## config.mk

```make
export PLATFORM = sky130hd
export DESIGN_NAME = irq_vec_ctrl
export DESIGN_NICKNAME = d
export VERILOG_FILES = /design/src/rtl/ivc_pkg.sv /design/src/rtl/ivc_cfg_regs.sv /design/src/rtl/ivc_first_one.sv /design/src/rtl/ivc_arbiter.sv /design/src/rtl/ivc_service_track.sv /design/src/rtl/irq_vec_ctrl.sv
export SDC_FILE = /design/constraint.sdc
export NUM_CORES = 1
export LEC_CHECK = 0
export CAP_MARGIN = 40
export CORE_MARGIN = 3
export CORE_UTILIZATION = 30
export CTS_BUF_LIST = sky130_fd_sc_hd__clkbuf_8
export CTS_CLUSTER_SIZE = 12
export DETAILED_ROUTE_END_ITERATION = 6
export HOLD_SLACK_MARGIN = 0.06
export PLACE_DENSITY_LB_ADDON = 0.05
export SKIP_LAST_GASP = 1
export SLEW_MARGIN = 15
export SYNTH_ARGS = -nofsm -noshare
export SYNTH_HDL_FRONTEND = slang
export SYNTH_SLANG_ARGS = --single-unit
export TNS_END_PERCENT = 1
```

## constraint.sdc

```tcl
create_clock -name clk -period 2.6 [get_ports clk]
set_input_delay 0.52 -clock clk [delete_from_list [all_inputs] [get_ports clk]]
set_output_delay 0.52 -clock clk [all_outputs]
set_load 0.005 [all_outputs]
```

## src/rtl/ivc_pkg.sv

```systemverilog
package ivc_pkg;
   // service levels
   typedef enum logic {
      LVL_LOW  = 1'b0,
      LVL_HIGH = 1'b1
   } ivc_level_e;

   localparam int IVC_LEVELS = 2;
endpackage

```

## src/rtl/ivc_cfg_regs.sv

```systemverilog
module ivc_cfg_regs #(
   parameter int NSRC = 5
) (
   input  logic            clk,
   input  logic            rst_n,
   input  logic            en_we,
   input  logic [NSRC:0]   en_wdata,
   input  logic            pri_we,
   input  logic [NSRC-1:0] pri_wdata,
   output logic [NSRC:0]   en_q,
   output logic [NSRC-1:0] pri_q
);
   always_ff @(posedge clk or negedge rst_n) begin
      if (!rst_n) begin
         en_q  <= '0;
         pri_q <= '0;
      end else begin
         if (en_we)  en_q  <= en_wdata;
         if (pri_we) pri_q <= pri_wdata;
      end
   end
endmodule

```

## src/rtl/ivc_first_one.sv

```systemverilog
module ivc_first_one #(
   parameter int N     = 5,
   parameter int IDX_W = 3
) (
   input  logic [N-1:0]     vec_in,
   output logic             vld,
   output logic [IDX_W-1:0] idx
);
   // lowest set index wins: scan downward so the last hit is the lowest
   always_comb begin
      vld = 1'b0;
      idx = '0;
      for (int i = N - 1; i >= 0; i--) begin
         if (vec_in[i]) begin
            vld = 1'b1;
            idx = IDX_W'(i);
         end
      end
   end
endmodule

```

## src/rtl/ivc_arbiter.sv

```systemverilog
module ivc_arbiter
   import ivc_pkg::*;
#(
   parameter int NSRC  = 5,
   parameter int IDX_W = 3
) (
   input  logic [NSRC-1:0]  req,
   input  logic [NSRC:0]    en_q,
   input  logic [NSRC-1:0]  pri_q,
   input  logic [1:0]       ins,
   output logic             grant_vld,
   output ivc_level_e       grant_lvl,
   output logic [IDX_W-1:0] grant_idx
);
   logic [NSRC-1:0]  elig [IVC_LEVELS];
   logic             lvl_vld [IVC_LEVELS];
   logic [IDX_W-1:0] lvl_idx [IVC_LEVELS];
   logic             open_hi, open_lo;

   // a level accepts work only if nothing at or above it is in service
   assign open_hi = ~ins[1];
   assign open_lo = (ins == 2'b00);

   for (genvar s = 0; s < NSRC; s++) begin : g_src
      logic armed;
      assign armed          = req[s] & en_q[s] & en_q[NSRC];
      assign elig[1][s]     = armed &  pri_q[s] & open_hi;
      assign elig[0][s]     = armed & ~pri_q[s] & open_lo;
   end

   for (genvar l = 0; l < IVC_LEVELS; l++) begin : g_lvl
      ivc_first_one #(.N(NSRC), .IDX_W(IDX_W)) u_pick (
         .vec_in (elig[l]),
         .vld    (lvl_vld[l]),
         .idx    (lvl_idx[l])
      );
   end

   always_comb begin
      grant_vld = lvl_vld[1] | lvl_vld[0];
      if (lvl_vld[1]) begin
         grant_lvl = LVL_HIGH;
         grant_idx = lvl_idx[1];
      end else begin
         grant_lvl = LVL_LOW;
         grant_idx = lvl_idx[0];
      end
   end
endmodule

```

## src/rtl/ivc_service_track.sv

```systemverilog
module ivc_service_track
   import ivc_pkg::*;
(
   input  logic       clk,
   input  logic       rst_n,
   input  logic       take_now,
   input  ivc_level_e take_lvl,
   input  logic       reti,
   output logic [1:0] ins
);
   logic [1:0] after_ret, ins_d;

   always_comb begin
      after_ret = ins;
      if (reti) begin
         if (ins[1]) after_ret[1] = 1'b0;
         else        after_ret[0] = 1'b0;
      end
      ins_d = after_ret;
      if (take_now) ins_d[take_lvl] = 1'b1;
   end

   always_ff @(posedge clk or negedge rst_n) begin
      if (!rst_n) ins <= '0;
      else        ins <= ins_d;
   end
endmodule

```

## src/rtl/irq_vec_ctrl.sv

```systemverilog
module irq_vec_ctrl
   import ivc_pkg::*;
#(
   parameter int NSRC       = 5,
   parameter int VEC_W      = 16,
   parameter int VEC_BASE   = 3,
   parameter int VEC_STRIDE = 8
) (
   input  logic             clk,
   input  logic             rst_n,
   input  logic [NSRC-1:0]  irq_req,
   input  logic             en_we,
   input  logic [NSRC:0]    en_wdata,
   input  logic             pri_we,
   input  logic [NSRC-1:0]  pri_wdata,
   input  logic             insn_bnd,
   input  logic             reti,
   output logic             take,
   output logic [VEC_W-1:0] take_vec,
   output logic [1:0]       in_service
);
   localparam int IDX_W   = (NSRC > 1) ? $clog2(NSRC) : 1;
   localparam int VEC_TOP = VEC_BASE + (NSRC - 1) * VEC_STRIDE;

   if (NSRC < 1 || NSRC > 16) begin : g_bad_nsrc
      $error("irq_vec_ctrl: NSRC out of range");
   end
   if (VEC_STRIDE < 1) begin : g_bad_stride
      $error("irq_vec_ctrl: VEC_STRIDE must be positive");
   end
   if (VEC_TOP >= (1 << VEC_W)) begin : g_bad_width
      $error("irq_vec_ctrl: vector table does not fit VEC_W");
   end

   logic [NSRC:0]    en_q;
   logic [NSRC-1:0]  pri_q;
   logic             grant_vld;
   ivc_level_e       grant_lvl;
   logic [IDX_W-1:0] grant_idx;
   logic             take_now;

   ivc_cfg_regs #(.NSRC(NSRC)) u_regs (
      .clk       (clk),
      .rst_n     (rst_n),
      .en_we     (en_we),
      .en_wdata  (en_wdata),
      .pri_we    (pri_we),
      .pri_wdata (pri_wdata),
      .en_q      (en_q),
      .pri_q     (pri_q)
   );

   ivc_arbiter #(.NSRC(NSRC), .IDX_W(IDX_W)) u_arb (
      .req       (irq_req),
      .en_q      (en_q),
      .pri_q     (pri_q),
      .ins       (in_service),
      .grant_vld (grant_vld),
      .grant_lvl (grant_lvl),
      .grant_idx (grant_idx)
   );

   assign take_now = insn_bnd & grant_vld;

   ivc_service_track u_track (
      .clk      (clk),
      .rst_n    (rst_n),
      .take_now (take_now),
      .take_lvl (grant_lvl),
      .reti     (reti),
      .ins      (in_service)
   );

   always_ff @(posedge clk or negedge rst_n) begin
      if (!rst_n) begin
         take     <= 1'b0;
         take_vec <= '0;
      end else begin
         take <= take_now;
         if (take_now)
            take_vec <= VEC_W'(VEC_BASE) + VEC_W'(grant_idx) * VEC_W'(VEC_STRIDE);
      end
   end
endmodule

```

==> flow_summary.toml, run 1 <==
[layout]
drive_above_1_share_pct = 18.5
final_util_pct = 42.9
diodes = 0
syn2layout_area_growth_pct = 34.4
final_area_mm2 = 0.00133
final_nets = 142

[timing]
tns_ns = 0
setup_violations = 0
rsz0062_at_grt = "false"
hold_violations = 0
period_needed_ns = 2.03
fin_skew_ns = 0.00272
fin_crit_sh_pct = 78.0
setup_slack_ns = 0.573
fmax_mhz = 493
maxSlewViolCount = 0

[placement]
place_area_mm2 = 0.00127
post-dp-hpwl_mm = 1.67
port-buffer-count = 29
gp_congestion = 0.829
pre_cts_ws_ns = 0.296

[yosys]
syn-cell-area_um2 = 990
yosys_warnings = 0
synth_seq_cells = 18
yosysTopAreaCell = "dfrtp_1"
syn_area_per_cell_um2 = 11.1
synth_area_leaders = "dfrtp_1 (46%), mux2_2 (11%), buf_4 (9.1%), nand4_1 (3.2%), nand3b_1 (3.0%)"
syn_inst = 89
synth_common_cells = "dfrtp_1 (18), buf_4 (12), mux2_2 (10), nand4_1 (5), o21ai_0 (5)"
yosys.area.top_type_share_pct = 45.5
async_flop_share_pct = 100
synth_seq_area_share_pct = 45.5
synth_most_common_cell = "dfrtp_1"
synth-edff-count = 0
ys.flop_type = "dfrtp_1"
synth_cell_type_count = 31

[die]
die_x_um = 63.4
start_util_pct = 31.9
core-area_mm2 = 0.00310
die_y_um = 63.4
ioPinCount = 41
die_area_mm2 = 0.00402
num_rows = 20

[worst_setup_path]
rrSetupSlack_ns = 0.62
worstPathMaxFanout = 4
r2r_cells = 5
end_kind = "register"
r2r-start = "u_track.ins[1]"
r2r_end = "take_vec[4]"
worstSetupStartpointType = "primary input"
critPathRequiredTime_ns = 2.74
critical_path.startpoint = "irq_req[3]"
arrival_ns = 2.17
worstSetupPathType = "primary input to register"

[min_path]
hold_end = "take_vec[1]"
hold_depth = 1
min_path_type = "register to register"
hp-start = "take_vec[1]"

[clock_network]
postCtsSetupBuffers = 0
clkTransAtPathRegs_ns = 0.07
h-tree-depth = 1
ctsHoldBuffers = 0
numCtsBuffers = 3
clock-sinks = 18
ctsRootBufferMaster = "clkbuf_8"
cts-resized-gates = 0
cts_tree = "yes"
clock_latency_ns = 0.25
clockBufferDepth = 2

[flow_run]
maxCapViolCount = 0

[power]
power_density_mw_per_mm2 = 616
leakage_nw = 0.562
peakVddDrop_mv = 0.314

[grt]
antenna_found_initial = 0
grt_first_pass_wirelength_mm = 3.70
grt_max_degree = 19
grt_pass1_vias = 783
gr-usage-all-layers_pct = 11.8
overflow = 0

[detailed_routing]
drt_iter0_drc = 17
via_per_inst = 4.49
firstDrtPassIters = 3
drcViolationCount = 0
routed_wl_mm = 2.12
wire_per_inst_um = 13.0
detail-route-antenna-nets = 0
vias = 732

[run_status]
status = "complete, no violations"
## through the flow
step | std cells | power [W] | hold slack, ns
6_report | 163 | 0.000819 | 0.499
5_1_grt | 163 | 0.000874 | 0.525
4_1_cts | 163 | 0.000833 | 0.502
3_5_place_dp | 159 | 0.000597 | 0.484
3_3_place_gp | 159 | 0.000598 | 0.496
2_1_floorplan | 99 | 0.000491 | 0.224
## layer usage
layer / vias to the layer above / wire, um / track usage [%]
met4: 0 / 19 / 3.23
li1: 359 / - / -
met2: 26 / 959 / 18.1
met5: - / 0 / 0
met3: 2 / 132 / 4.28
met1: 345 / 1010 / 15.5
## worst max-delay path by stage
stage,end
detailed placement,take_vec[4]
floorplan,take_vec[4]
CTS,take_vec[4]
global route,take_vec[3]
finish,take_vec[4]
global placement,take_vec[4]
## cell families (layout without fill, tap and decap cells)
kind of cell,Yosys count,count (layout),synth area share (%)
compound gates,17,17,13.1
flops,18,18,45.5
other cells,1,11,0.379
mux,11,11,12.9
buf+inv,16,36,11.4
simple gates,26,26,16.7
## flip-flops by register name, summed over array words and instances, names as in the netlist
signal	count
take	1
take_vec	4
u_regs.en_q	6
u_regs.pri_q	5
u_track.ins	2
## worst max-delay path, cell delays in order
cell and delay [ns]:
clkdlybuf4s50_1 0.42, and4b_1 0.23, a2bb2oi_2 0.19, nand4_1 0.22
a21bo_4 0.29, mux2_4 0.29
## placed cells by master, fill, tap and decap left out, types with 2 or more instances in the layout
cell             Yosys  routed
mux2_2              10      10
o21ai_0              5       5
nor2_1               3       3
nand4_1              5       5
nand2_1              4       4
clkbuf_8             0       4
a21oi_1              4       4
conb_1               1      11
clkdlybuf4s50_1      0      29
or2_2                2       2
dfrtp_1             18      18
inv_1                2       2
nand3b_1             4       4
## cell type report
type                    count  area (um2)
fillers                   321        1770
multi-input cells          65         464
flip-flops and latches     18         450
repair buffers             30         298
clock buffers               4        55.1
well taps                  44        55.1
inverters                   2        7.51
## power breakdown
| part | internal [W] | leakage [nW] | total, W | switching (W) |
|---|---|---|---|---|
| combinational | 0.000144 | 0.318 | 0.000230 | 0.0000858 |
| sequential | 0.000326 | 0.215 | 0.000361 | 0.0000349 |
| clock | 0.000135 | 0.0288 | 0.000228 | 0.0000939 |
Power figures use the tool's default switching activity.
==> inputs of run 2 (changes only) <==
==> constraint.sdc (replaced) <==
create_clock -name clk -period 1.6 [get_ports clk]
set_input_delay 0.32 -clock clk [delete_from_list [all_inputs] [get_ports clk]]
set_output_delay 0.32 -clock clk [all_outputs]
set_load 0.005 [all_outputs]
==> run 2 against run 1 <==
The flow now finishes with violations (negative setup slack). Largest power group unchanged. Combinational power grew 110%. Power grew 67%. Final cell count grew 9.8%. Utilization grew 4.6 points. First-iteration DRC count shrank 29%. Clock power grew 36%. Highest routed layer unchanged. Flip-flop and latch count is the same. Critical path type is now register to register. Non-clock buffer count grew 17.
==> flow_summary.toml, run 2 (synthesis gave the netlist of run 1 again) <==
[run_status]
status = "finished, violations left"
failed_checks = "negative setup slack"

[placement]
post-dp-hpwl_mm = 1.83
gp_congestion = 0.780
port-buffer-count = 29
pre_cts_ws_ns = -0.449

[power]
power_density_mw_per_mm2 = 929
leakage_nw = 0.639
finalPower_w = 0.00137
peakVddDrop_mv = 0.480

[timing]
maxSlewViolCount = 0
setup_violations = 6
rsz0062_at_grt = "true"
fin_crit_sh_pct = 110
period_needed_ns = 1.76
holdWs_ns = 0.392
fin_skew_ns = 0.00395
fmax_mhz = 567
setup_slack_ns = -0.162
hold_violations = 0

[detailed_routing]
wl_met1_um = 999
drcViolationCount = 0
wire_per_inst_um = 12.6
drt_iter0_drc = 12
wl_met2_mm = 1.10
via_per_inst = 4.47
met3_length_um = 133
routed.top_layer = "met4"
routed_wl_mm = 2.25
vias = 801
detail-route-antenna-nets = 0
firstDrtPassIters = 4

[layout]
multi_input_area_um2 = 489
largest_register_ffs = 6
syn2layout_area_growth_pct = 48.8
layout_common_cells = "clkdlybuf4s50_1 (29), dfrtp_1 (18), buf_4 (17), conb_1 (11), mux2_2 (10)"
top_register = "u_regs.en_q"
diodes = 0
layout_commonest_cell = "clkdlybuf4s50_1"
regArea_um2 = 450
drive_above_1_share_pct = 30.4
final_nets = 159
reg_top3 = "u_regs.en_q: 6 flops, u_regs.pri_q: 5 flops, take_vec: 4 flops"
fill_cells = 297

[clock_network]
ctsRootBufferMaster = "clkbuf_8"
clockBufferDepth = 2
ctsHoldBuffers = 0
clock_latency_ns = 0.25
cts_tree = "yes"
clock-sinks = 18
h-tree-depth = 1
clkTransAtPathRegs_ns = 0.07
numCtsBuffers = 3

[grt]
gr-usage-all-layers_pct = 12.4
grt_first_pass_wirelength_mm = 3.81
grt_max_degree = 19
grt_pass1_vias = 815
antenna_found_initial = 0
overflow = 0

[die]
core-area_mm2 = 0.00310
die_x_um = 63.4
die_area_mm2 = 0.00402
num_rows = 20
ioPinCount = 41
start_util_pct = 31.9
die_y_um = 63.4

[worst_setup_path]
worstSetupStartpointType = "register"
worstPathMaxFanout = 4
arrival_ns = 1.90
worstSetupPathType = "register to register"
end_kind = "register"
critPathRequiredTime_ns = 1.74

[flow_run]
maxCapViolCount = 0

[min_path]
min_path_type = "primary input to asynchronous set/reset pin"
[run 2: changes by cell type in the layout (fill, tap and decap cells not counted), sizes merged]
cell	before	now
clkbuf	4	3
buf	1	18
[run 2: metrics by stage]
step	cell area [um2]	TNS, ns	instances	util [%]
2_1_floorplan	1050	-0.234	99	-
3_3_place_gp	1400	-1.82	173	45.2
3_5_place_dp	1400	-1.85	173	45.2
4_1_cts	1470	-0.650	179	47.5
5_1_grt	1470	-1.28	179	47.5
6_report	1470	-0.542	179	47.5
[run 2: power breakdown]
| part | switching [W] | leakage [nW] | internal, W | total (W) |
|---|---|---|---|---|
| logic | 0.000177 | 0.402 | 0.000306 | 0.000483 |
| clock network | 0.000144 | 0.0216 | 0.000167 | 0.000311 |
| registers | 0.0000445 | 0.215 | 0.000530 | 0.000574 |
| total | 0.000365 | 0.639 | 0.00100 | 0.00137 |
[run 2: worst max-delay path, stage by stage (launching register included)]
cell and delay (ns):
dfrtp_1 0.40, buf_6 0.13, nand4b_1 0.30, a2bb2oi_2 0.22, nand4_1 0.14, a21bo_4 0.16
mux2_4 0.29
[run 2: area by class of cell]
cell class / instances / area share [%]
Inverter: 2 / 0.510
Sequential cell: 18 / 30.6
Multi-Input combinational cell: 65 / 33.2
Timing Repair Buffer: 47 / 29.1
Clock buffer: 3 / 2.80
Tap cell: 44 / 3.74
[run 2: final timing paths]
path,startpoint,to,slack (ns),cells after the start
max in group asynchronous,rst_n,u_regs.pri_q[3],1.01,2
max reg2reg,u_track.ins[1],take_vec[4],-0.16,6
max,u_track.ins[1],take_vec[4],-0.16,6
min reg2reg,take_vec[1],take_vec[1],0.50,1
min,rst_n,u_track.ins[1],0.39,2
min in group clk,take_vec[1],take_vec[1],0.50,1
[run 2: routing by layer]
metal / track usage [%] / vias up
met1: 15.5 / 377
met3: 3.74 / 4
li1: - / 392
met4: 4.04 / 0
met2: 20.3 / 28
met5: 0 / -
[run 2: what timing repair did]
item                       4_1_cts  5_1_grt
pin swaps                        4        1
setup buffers                    3        0
setup endpoints to repair        3        8
gates resized for setup          2        0
==> inputs of run 3 (changes only) <==
--- a/config.mk
+++ b/config.mk
@@ -7,7 +7,7 @@
 export LEC_CHECK = 0
 export CAP_MARGIN = 40
 export CORE_MARGIN = 3
-export CORE_UTILIZATION = 30
+export CORE_UTILIZATION = 39
 export CTS_BUF_LIST = sky130_fd_sc_hd__clkbuf_8
 export CTS_CLUSTER_SIZE = 12
 export DETAILED_ROUTE_END_ITERATION = 6
==> run 3 against run 2 <==
The flow still finishes with violations (negative setup slack). Largest power group unchanged. Final cell count is 10% lower. Critical endpoint unchanged. Power shrank 1.3%. Clock-buffer cell count did not move. Critical path type unchanged.
==> flow_summary.toml, run 3 (synthesis gave the netlist of run 1 again) <==
[detailed_routing]
wire_per_inst_um = 13.1
firstDrtPassIters = 4
detail-route-antenna-nets = 0
routed_wl_mm = 2.12
drcViolationCount = 0
vias = 790
drt_iter0_drc = 6
via_per_inst = 4.91

[clock_network]
numCtsBuffers = 3
clock_latency_ns = 0.25
clkTransAtPathRegs_ns = 0.07
ctsRootBufferMaster = "clkbuf_8"
ctsHoldBuffers = 0
clock-sinks = 18
h-tree-depth = 1
clockBufferDepth = 2
cts_tree = "yes"

[power]
peakVddDrop_mv = 0.676
internal-power_w = 0.000994
switching_share_pct = 26.4
switchingPower_w = 0.000357
leakage_nw = 0.630
finalPower_w = 0.00135
combPwrFrac_pct = 35.0
pwr-share-seq_pct = 42.5
p_clk_share_pct = 22.5
power_density_mw_per_mm2 = 931

[worst_setup_path]
path_cells = "or3b_4 > nor3_4 > o31ai_4 > a21bo_4 > mux2_4"
arrival_ns = 1.91
slowest_delay_ns = 0.47
worstSetupPathType = "register to register"
worstPathMaxFanout = 5
critPathRequiredTime_ns = 1.74
r2r_cells = 5
slowest_stage = "or3b_4"
end_kind = "register"
worstSetupStartpointType = "register"

[grt]
overflow = 0
gr-usage-all-layers_pct = 14.7
antenna_found_initial = 0
grt_pass1_vias = 808
grt_max_degree = 19
grt_first_pass_wirelength_mm = 3.58

[layout]
fill_cells = 208
largest_register_ffs = 6
reg_top3 = "u_regs.en_q: 6 flops, u_regs.pri_q: 5 flops, take_vec: 4 flops"
top_register = "u_regs.en_q"
syn2layout_area_growth_pct = 46.5
final_cell_count_no_fill = 161
diodes = 0
final_util_pct = 62.5
layout_commonest_cell = "clkdlybuf4s50_1"
drive_above_1_share_pct = 29.3
final_nets = 157
layout_common_cells = "clkdlybuf4s50_1 (29), dfrtp_1 (18), buf_4 (16), conb_1 (11), mux2_2 (10)"

[timing]
setup_violations = 3
fin_crit_sh_pct = 111
fin_skew_ns = 0.00564
setup_slack_ns = -0.177
rsz0062_at_grt = "true"
hold_violations = 0
maxSlewViolCount = 0
fmax_mhz = 563
period_needed_ns = 1.78

[die]
die_x_um = 56.4
die_y_um = 56.4
num_rows = 17
start_util_pct = 42.7
ioPinCount = 41
die_area_mm2 = 0.00318
core-area_mm2 = 0.00232

[placement]
post-dp-hpwl_mm = 1.69
port-buffer-count = 29
gp_congestion = 0.887
dp_cells = 157

[run_status]
status = "finished, violations left"
failed_checks = "negative setup slack"

[min_path]
min_path_type = "primary input to asynchronous set/reset pin"

[flow_run]
maxCapViolCount = 0
[run 3: cell count changes in the layout (fill, tap and decap cells not counted), sizes merged]
cell	change
buf	-2
[run 3: per-stage QoR]
stage	TNS [ns]	instance area, um2	hold WS [ns]	setup slack (ns)
after CTS	-0.484	1450	0.408	-0.189
after detailed placement	-1.70	1380	0.485	-0.445
final	-0.450	1450	0.402	-0.177
after global routing	-0.792	1450	0.421	-0.251
after floorplan	-0.234	1050	0.0244	-0.169
after global placement	-1.66	1380	0.489	-0.415
[run 3: layout make-up]
type	count	area, um2	area share [%]
clock buffer	3	41.3	2.85
sequential	18	450	31.1
inverter	2	7.51	0.518
timing repair buffer	45	410	28.3
multi-input combinational	65	505	34.9
tap	28	35.0	2.42
[run 3: power by group through the flow]
stage	combinational [W]	clock (W)	sequential, W
CTS	0.000479	0.000318	0.000575
detailed placement	0.000457	0	0.000581
global placement	0.000456	0	0.000580
global route	0.000515	0.000341	0.000585
floorplan	0.000229	0	0.000586
finish	0.000472	0.000304	0.000574
[run 3: path summary, 6_finish.rpt]
check	from	endpoint	slack [ns]
worst max-delay path	u_regs.en_q[5]	take_vec[4]	-0.18
worst min-delay path	rst_n	u_regs.pri_q[2]	0.40
worst max register to register	u_regs.en_q[5]	take_vec[4]	-0.18
worst min register to register	take_vec[1]	take_vec[1]	0.50
max in group asynchronous	rst_n	u_regs.pri_q[0]	1.00
min in group clk	take_vec[1]	take_vec[1]	0.50
[run 3: what timing repair did]
item,CTS,global route
pin swaps,3,2
resized for setup,3,0
setup endpoints to repair,4,5
buffers inserted,1,0
[run 3: worst max-delay path: cells and delay by family (launching register included)]
| family | cells | cell delay (ns) |
|---|---|---|
| DFF | 1 | 0.40 |
| muxes | 1 | 0.29 |
| and+or+nand+nor | 2 | 0.66 |
| AOI/OAI and AO/OA | 2 | 0.32 |
[run 3: layer usage]
| layer | track usage [%] | up-vias | share of wire (%) |
|---|---|---|---|
| met5 | 0 | - | 0 |
| met1 | 17.7 | 368 | 46 |
| li1 | - | 389 | - |
| met3 | 2.99 | 4 | 5.5 |
| met2 | 24.4 | 29 | 46 |
| met4 | 8.14 | 0 | 2.3 |
